<file path="config.mk">
export PLATFORM = sky130hd
export DESIGN_NAME = scd_clk_div
export DESIGN_NICKNAME = d
export VERILOG_FILES = /design/src/rtl/scd_pkg.sv /design/src/rtl/scd_free_counter.sv /design/src/rtl/scd_tap_decode.sv /design/src/rtl/scd_gate_ctl.sv /design/src/rtl/scd_clk_div.sv
export SDC_FILE = /design/constraint.sdc
export NUM_CORES = 1
export LEC_CHECK = 0
export CAP_MARGIN = 10
export CORE_AREA = 8 8 45 47
export CTS_CLUSTER_SIZE = 20
export DETAILED_ROUTE_END_ITERATION = 7
export DIE_AREA = 0 0 53 55
export MAX_ROUTING_LAYER = met4
export PLACE_DENSITY_LB_ADDON = 0.05
export SLEW_MARGIN = 10
export SYNTH_ARGS = -nofsm -noshare
export SYNTH_HDL_FRONTEND = slang
export SYNTH_HIERARCHICAL = 1
export SYNTH_SLANG_ARGS = --single-unit
</file>
<file path="constraint.sdc">
create_clock -name clk_i -period 4.82 [get_ports clk_i]
set_clock_uncertainty 0.1 [all_clocks]
set_input_delay 1.205 -clock clk_i [delete_from_list [all_inputs] [get_ports clk_i]]
set_output_delay 1.205 -clock clk_i [all_outputs]
set_load 0.005 [all_outputs]
</file>
<file path="src/rtl/scd_pkg.sv">
`timescale 1ns/1ps
package scd_pkg;
   localparam int unsigned SCD_DIV_W  = 16;
   localparam int unsigned SCD_TAP_LO = 1;
   localparam int unsigned SCD_TAP_HI = 7;

   typedef struct packed {
      logic clk;
      logic stb;
   } scd_out_t;
endpackage

</file>
<file path="src/rtl/scd_free_counter.sv">
`timescale 1ns/1ps
module scd_free_counter #(
   parameter int unsigned W = 7
) (
   input  logic         clk_i,
   input  logic         rst_ni,
   output logic [W-1:0] cnt_o,
   output logic [W-1:0] cnt_nx_o
);
   logic [W-1:0] cnt_q;

   assign cnt_nx_o = cnt_q + {{(W-1){1'b0}}, 1'b1};
   assign cnt_o    = cnt_q;

   always_ff @(posedge clk_i or negedge rst_ni) begin
      if (!rst_ni) cnt_q <= '0;
      else         cnt_q <= cnt_nx_o;
   end
endmodule

</file>
<file path="src/rtl/scd_tap_decode.sv">
`timescale 1ns/1ps
module scd_tap_decode #(
   parameter int unsigned TAP_LO = 1,
   parameter int unsigned TAP_HI = 7
) (
   input  logic [TAP_HI:TAP_LO] field_i,
   output logic [TAP_HI-1:0]    pick_o
);
   logic [TAP_HI:TAP_LO] seen;

   generate
      for (genvar z = 1; z < TAP_LO; z++) begin : g_unused_tap
         assign pick_o[z-1] = 1'b0;
      end
      for (genvar g = TAP_LO; g <= TAP_HI; g++) begin : g_tap
         if (g == TAP_LO) begin : g_first
            assign seen[g]     = field_i[g];
            assign pick_o[g-1] = field_i[g];
         end else begin : g_rest
            assign seen[g]     = seen[g-1] | field_i[g];
            assign pick_o[g-1] = field_i[g] & ~seen[g-1];
         end
      end
   endgenerate
endmodule

</file>
<file path="src/rtl/scd_gate_ctl.sv">
`timescale 1ns/1ps
module scd_gate_ctl
   import scd_pkg::*;
#(
   parameter int unsigned CNT_W = 7
) (
   input  logic             clk_i,
   input  logic             rst_ni,
   input  logic [CNT_W-1:0] pick_i,
   input  logic [CNT_W-1:0] cnt_i,
   input  logic [CNT_W-1:0] cnt_nx_i,
   input  logic             hold_i,
   output scd_out_t         out_o
);
   logic     tap_nx, tap_now, tap_ok, rise_pt;
   scd_out_t q, d;

   assign tap_ok  = |pick_i;
   assign tap_nx  = |(pick_i & cnt_nx_i);
   assign tap_now = |(pick_i & cnt_i);
   assign rise_pt = tap_nx & ~tap_now;

   always_comb begin
      d.clk = tap_ok & (q.clk ? tap_nx : (rise_pt & ~hold_i));
      d.stb = d.clk & ~q.clk;
   end

   always_ff @(posedge clk_i or negedge rst_ni) begin
      if (!rst_ni) q <= '0;
      else         q <= d;
   end

   assign out_o = q;
endmodule

</file>
<file path="src/rtl/scd_clk_div.sv">
`timescale 1ns/1ps
module scd_clk_div
   import scd_pkg::*;
#(
   parameter int unsigned DIV_W  = SCD_DIV_W,
   parameter int unsigned TAP_LO = SCD_TAP_LO,
   parameter int unsigned TAP_HI = SCD_TAP_HI
) (
   input  logic             clk_i,
   input  logic             rst_ni,
   input  logic [DIV_W-1:0] div_i,
   input  logic             stream_mode_i,
   input  logic             buf_empty_i,
   output logic             scan_clk_o,
   output logic             rise_stb_o
);
   localparam int unsigned CNT_W = TAP_HI;

   generate
      if (TAP_LO < 1) begin : g_bad_lo
         $error("scd_clk_div: TAP_LO must be at least 1");
      end
      if (TAP_HI < TAP_LO) begin : g_bad_order
         $error("scd_clk_div: TAP_HI must not be below TAP_LO");
      end
      if (TAP_HI >= DIV_W) begin : g_bad_width
         $error("scd_clk_div: TAP_HI must lie inside the divisor word");
      end
   endgenerate

   logic [DIV_W-1:0] unused_div;
   logic [CNT_W-1:0] cnt, cnt_nx, pick;
   scd_out_t         gout;

   assign unused_div = div_i;

   scd_free_counter #(.W(CNT_W)) u_cnt (
      .clk_i   (clk_i),
      .rst_ni  (rst_ni),
      .cnt_o   (cnt),
      .cnt_nx_o(cnt_nx)
   );

   scd_tap_decode #(.TAP_LO(TAP_LO), .TAP_HI(TAP_HI)) u_dec (
      .field_i(div_i[TAP_HI:TAP_LO]),
      .pick_o (pick)
   );

   scd_gate_ctl #(.CNT_W(CNT_W)) u_gate (
      .clk_i   (clk_i),
      .rst_ni  (rst_ni),
      .pick_i  (pick),
      .cnt_i   (cnt),
      .cnt_nx_i(cnt_nx),
      .hold_i  (stream_mode_i & buf_empty_i),
      .out_o   (gout)
   );

   assign scan_clk_o = gout.clk;
   assign rise_stb_o = gout.stb;
endmodule

</file>
==> metrics.md, run 1 <==
| Metric | Value |
|---|---|
| Outcome | completed |
| Worst slew margin | 68.51% |
| Pwr dens | 244.4 nW/µm² |
| Post-Synthesis Cells | 44 |
| DRT met1 WL | 544 µm |
| Final HPWL DP | 883.2 µm |
| Initial Util | 35.35% |
| Initial antenna violation count | 0 |
| Worst setup path class | in -> reg |
| Routed wl met3 | 119 µm |
| CP cell instances | clkdlybuf4s50_1 > or4_4 > nor3b_1 > a22oi_1 > nand2_1 > nor2_1 > o21a_1 |
| Post-synthesis net count | 65 |
| Share of layout cells above drive strength 1 | 10.17% |
| Maximum vdd ir drop | 0.0001073 V |
| # DRC | 0 |
| Crit path max-delay cell type | or4_4 |
| Avg WL per Cell | 15.40 µm |
| Post-Synthesis Cell Area | 489.2 µm² |
| Buf+Inv Stages, Crit Path | 1 |
| Vias | 422 |
| Setup TNS | 0 ns |
| RSZ-0062 raised after global routing | no |
| Nets@finish | 81 |
| Root Driver | clkbuf_4 |
| Core box area | 1384 µm² |
| Nature of the critical path startpoint | input port |
| Post-synthesis register bit count | 9 |
| Setup violators final | 0 |
| Switching share of power | 22.84% |
| Die ar. | 2915 µm² |
| Core Rows | 14 |
| Setup crit end kind | register |
| CTS Sinks | 9 |
| Number of H-tree levels | 1 |
| Max Cap Viol | 0 |
| FF+latch area | 225.2 µm² |
| Clock power share | 37.2% |
| Die height | 55 µm |
| Slew @ Worst Pin | 0.4657 ns |
| Critical path's top delay family | simple AND/OR/NAND/NOR gates |
| Arr. time, crit path | 3.10 ns |
| Worst EP required | 4.87 ns |
| Drt via density | 5.627 |
| Period utilization | 63.26% |
| Largest net degree at the start of global routing | 10 |
| Number of routed nets with antenna violations | 0 |
| Gr usage total | 9.462% |
| Min Tclk post-route | 3.049 ns |
| Clk_lat worst skew | 0.27 ns |
| Synth Warn # | 6 |
| Final Hold Vio Count | 0 |
| Worst hold slack | 0.4069 ns |
| Fillers | 121 |
| Commonest non-fill, non-tap cell in the layout | clkdlybuf4s50_1 |
| HP Class | reg -> reg |
| Global-route wire length before repair | 1890 µm |
| # diodes | 0 |
| Total CTS buffers | 3 |
| Overflow after GRT | 0 |
| Die span in x | 53 µm |
| Clock transition at path regs | 0.06 ns |
| Area Overhead vs Synth | 32.48% |
| Internal | 0.0001222 W |
| DR top layer | met4 |
| Combinational share of power | 13.7% |
| Fmax | 328.0 MHz |
| Placer Congestion | 0.9311 |
| TritonCTS clock tree | done |
| Worst-case clock buffer depth | 2 |
| Slowest stage delay, CP | 0.57 ns |
| Sequential share of power | 49.2% |
| Port Buffers | 12 |
| Synthesized area per cell | 11.12 µm² |
| Post-CTS Setup Repair Bufs | 0 |
| Synth unique cells | 21 |
| IO Count | 22 |
| Vias in the first global route | 429 |
| Final wirelength | 1155 µm |
| Multi-input gate area | 249.0 µm² |
| Initial DRC count | 22 |
| Metal2 WL | 461 µm |
| Worst-path maximum fanout | 6 |
| 1st-pass router iterations | 4 |
| Final Slew Violations | 0 |
| Post-synthesis sequential area ratio | 46.04% |
| Hold-fix buffers at CTS | 0 |
| Post-CTS Resized | 0 |
| LEAKAGE | 0.2655 nW |
| P_sw | 0.00003617 W |
| Commonest cells after routing, fill and taps aside | clkdlybuf4s50_1 (12), dfrtp_1 (9), nand3_1 (5), a22oi_1 (5), xnor2_1 (4) |
==> power groups by stage <==
stage	registers (W)	clock network, W	logic [W]
floorplan	0.0000795	0	0.00000730
global placement	0.0000792	0	0.0000214
detailed placement	0.0000793	0	0.0000216
CTS	0.0000779	0.0000616	0.0000218
global route	0.0000779	0.0000675	0.0000234
finish	0.0000779	0.0000589	0.0000216
==> worst paths after layout <==
check / end / slack (ns) / cells after the start / start
worst max-delay path: u_gate/out_o[1] / 1.77 / 7 / div_i[1]
worst min-delay path: u_gate/out_o[0] / 0.41 / 1 / u_gate/out_o[1]
worst max register to register: u_gate/out_o[0] / 3.00 / 6 / u_cnt/cnt_o[0]
worst min register to register: u_gate/out_o[0] / 0.41 / 1 / u_gate/out_o[1]
max in group asynchronous: u_cnt/cnt_o[4] / 3.19 / 1 / rst_ni
min in group asynchronous: u_cnt/cnt_o[5] / 1.14 / 1 / rst_ni
==> worst reg2reg max path, delay by kind of cell (launching register included) <==
kind	cells	cell delay, ns
simple gates	3	0.42
xor+xnor	1	0.15
flops	1	0.44
compound gates	1	0.35
fa+ha+maj	1	0.25
==> Yosys cell counts, drive strengths merged <==
cell type	count	area, µm²
inv	2	7.510
a222oi	1	10.01
nand2	2	7.510
and3	1	6.260
buf	1	7.510
nand3	5	25.02
and2	1	6.260
nor4b	3	47.54
a21oi	1	5.000
nor2b	1	6.260
a22oi	5	37.54
o21a	1	7.510
ha	1	12.51
or4	1	11.26
nor2	2	7.510
xor2	1	8.760
nor3b	2	15.01
dfrtp	9	225.2
xnor2	4	35.03
==> final cells by class <==
| cell class | instances | share of cell area, % |
|---|---|---|
| Multi-Input combinational cell | 32 | 38.42 |
| Timing Repair Buffer | 12 | 18.53 |
| Tap cell | 16 | 3.089 |
| Sequential cell | 9 | 34.75 |
| Clock buffer | 4 | 4.054 |
| Inverter | 2 | 1.158 |
==> sequential cells by signal, indices dropped and copies added, names as in the netlist <==
signal and flops:
u_cnt/cnt_o 7, u_gate/out_o 2
==> metrics by stage <==
stage               cells  util (%)  cell area (µm²)  worst slack [ns]  total power, W
floorplan              44         -            489.2             2.161      0.00008676
global placement       71     44.94            621.8             1.508       0.0001006
detailed placement     71     44.94            621.8             1.518       0.0001009
CTS                    75     46.84            648.1             1.792       0.0001613
global route           75     46.84            648.1             1.710       0.0001689
finish                 75     46.84            648.1             1.771       0.0001584
==> cell families (layout without fill, tap and decap cells) <==
group	after synthesis	after routing	share of synthesized area (%)
and+or+nand+nor	18	18	27.11
xor gates and xnor gates	5	5	8.951
DFF	9	9	46.04
AOI/OAI and AO/OA	8	8	12.28
adders and majority gates	1	1	2.557
buffers and inverters	3	18	3.070
==> routing by layer <==
| layer | track usage, % | up-vias |
|---|---|---|
| met5 | - | - |
| met4 | 7.759 | 0 |
| met3 | 4.545 | 3 |
| met2 | 13.09 | 23 |
| met1 | 10.05 | 202 |
| li1 | - | 194 |
No activity file was read; power rests on OpenSTA's default activity.
==> run 2, diff against run 1 <==
Settings changed: CORE_AREA 8 8 45 47 to default, CORE_MARGIN from default to 8, CORE_UTILIZATION from default to 35, DIE_AREA 0 0 53 55 to default.
Clock period 4.82 ns to 2.55 ns, I/O delays scaled along.
==> metrics.md, run 2 (synthesis results as in run 1) <==
| Metric | Value |
|---|---|
| Nets@finish | 85 (+4.9%) |
| Drt via density | 5.385 (-4.3%) |
| Post-CTS Setup Repair Bufs | 0 (unchanged) |
| Root Driver | clkbuf_4 |
| Clock transition at path regs | 0.06 ns (about the same) |
| Final wirelength | 1091 µm (-5.5%) |
| Vias in the first global route | 441 (+2.8%) |
| Number of routed nets with antenna violations | 0 (unchanged) |
| Worst slack, placed | -0.03404 ns (-1.552 ns) |
| FF+latch area | 225.2 µm² (unchanged) |
| Power Total | 0.0002980 W (+88%) |
| Commonest cells after routing, fill and taps aside | clkdlybuf4s50_1 (12), dfrtp_1 (9), nand3_1 (5), a22oi_1 (5) |
| TritonCTS clock tree | done |
| R2r setup slk | 0.71 ns (-2.29 ns) |
| Multi-input gate area | 249.0 µm² (unchanged) |
| Max Cap Viol | 0 (unchanged) |
| Setup crit end kind | register |
| Worst-case clock buffer depth | 2 (unchanged) |
| Pwr dens | 440.2 nW/µm² (+80%) |
| RSZ-0062 raised after global routing | no |
| Hold Path Depth | 1 (unchanged) |
| Maximum vdd ir drop | 0.0001940 V (+81%) |
| Placer Congestion | 0.7907 (-15%) |
| Max reg flops | 7 (unchanged) |
| Fmax | 429.5 MHz |
| Worst-path maximum fanout | 3 (-3) |
| Crit path max-delay cell type | or4_4 |
| Overflow after GRT | 0 (unchanged) |
| Worst EP required | 2.60 ns (-2.27 ns) |
| Hold path startpoint | u_gate/out_o[1] |
| # diodes | 0 (unchanged) |
| Worst hold slack | 0.4070 ns (+0.0001020 ns) |
| GR Util met2 | 14.26% (+1.2 points) |
| Nature of the critical path startpoint | input port |
| R2r endpoint | u_gate/out_o[0] |
| Worst slew margin | 70.86% (+2.3 points) |
| Share of layout cells above drive strength 1 | 15.87% (+5.7 points) |
| Hold-fix buffers at CTS | 0 (unchanged) |
| Core box area | 1301 µm² (-6.0%) |
| Slew @ Worst Pin | 0.4310 ns (-0.03475 ns) |
| Worst R2R Path Depth | 6 (unchanged) |
| HP Class | reg -> reg |
| Hold Crit Endpoint | u_gate/out_o[0] |
| Core Rows | 13 (-1) |
| Initial antenna violation count | 0 (unchanged) |
| CTS Sinks | 9 (unchanged) |
| Die span in x | 53.39 µm (+0.73%) |
| Port Buffers | 12 (unchanged) |
| # DRC | 0 (unchanged) |
| Setup violators final | 0 (unchanged) |
| Global-route wire length before repair | 1766 µm (-6.6%) |
| Worst Setup SP | div_i[2] |
| GR Util met1 | 9.265% (-0.78 points) |
| Worst setup margin | 0.2216 ns (-1.549 ns) |
| 1st-pass router iterations | 4 (unchanged) |
| Final Hold Vio Count | 0 (unchanged) |
| Final Slew Violations | 0 (unchanged) |
| Gr usage total | 8.598% (-0.86 points) |
| Period utilization | 91.31% |
| IO Count | 22 (unchanged) |
| Avg WL per Cell | 13.99 µm (-9.2%) |
| CP cell instances | clkdlybuf4s50_1 > or4_4 > nor4b_2 > a22oi_1 > nand2_1 > nor2_1 > o21a_1 |
| Initial Util | 37.60% (+2.2 points) |
| Most used routing layer | met2 |
| Outcome | completed |
| Vias | 420 (-0.47%) |
| Fillers | 118 (-2.5%) |
| Largest net degree at the start of global routing | 10 (unchanged) |
| Commonest non-fill, non-tap cell in the layout | clkdlybuf4s50_1 |
| Min Tclk post-route | 2.328 ns |
| Arr. time, crit path | 2.38 ns (-0.72 ns) |
| Worst setup path class | in -> reg |
| Layout Cells excl Fill | 78 (+4.0%) |
| Slowest stage delay, CP | 0.56 ns (about the same) |
| Initial DRC count | 12 (-45%) |
| R2r startpoint | u_cnt/cnt_o[0] |
| Number of H-tree levels | 1 (unchanged) |
| Post-CTS Resized | 0 (unchanged) |
| Dpl cells | 74 (+4.2%) |
| Die height | 53.39 µm (-2.9%) |
| Clk_lat worst skew | 0.25 ns (-0.02 ns) |
| LEAKAGE | 0.2850 nW (+7.3%) |
| Area Overhead vs Synth | 38.36% |
| Total CTS buffers | 3 (unchanged) |
| Die ar. | 2850 µm² (-2.2%) |
| GRT met3 Usage | 2.521% (-2.0 points) |
| Final HPWL DP | 911.6 µm (+3.2%) |
==> run 2: cell count changes in the layout (fill, tap and decap cells not counted) <==
cell / before / now
buf_4: 0 / 4
==> run 2: report_power, final <==
group,total (W),internal (W),switching (W)
Sequential,0.000147,0.000145,0.00000205
Combinational,0.0000457,0.0000294,0.0000162
Clock,0.000105,0.0000600,0.0000450
==> run 2: metal layers <==
metal	vias to the layer above	part of all wire, %
met5	-	0
met4	0	0.64
met3	2	2.3
met2	7	52
met1	208	45
li1	203	-
==> run 2: worst max-delay path by stage <==
stage | to | slack (ns) | cells after the start
after floorplan | u_gate/out_o[1] | 0.46 | 6
after global placement | u_gate/out_o[1] | -0.05 | 7
after detailed placement | u_gate/out_o[1] | -0.03 | 7
after CTS | u_gate/out_o[0] | 0.23 | 6
after global routing | u_gate/out_o[1] | 0.15 | 7
final | u_gate/out_o[1] | 0.22 | 7
==> run 2: worst max-delay path: cells and delay by family <==
kind / cells / cell delay (ns)
simple gates: 4 / 1.05
buf+inv: 1 / 0.42
compound gates: 2 / 0.26
==> run 2: layout make-up <==
class	instances	area share, %
flip-flops and latches	9	33.27
repair buffers	16	22.18
clock buffers	4	3.882
well taps	15	2.773
multi-input cells	32	36.78
inverters	2	1.109
==> run 2: metrics by stage <==
stage                     instance area [µm²]  utilization [%]  TNS (ns)
after floorplan                         489.2                -         0
after global placement                  650.6            50.00  -0.06557
after detailed placement                650.6            50.00  -0.06782
after CTS                               676.9            52.02         0
after global routing                    676.9            52.02         0
final                                   676.9            52.02         0
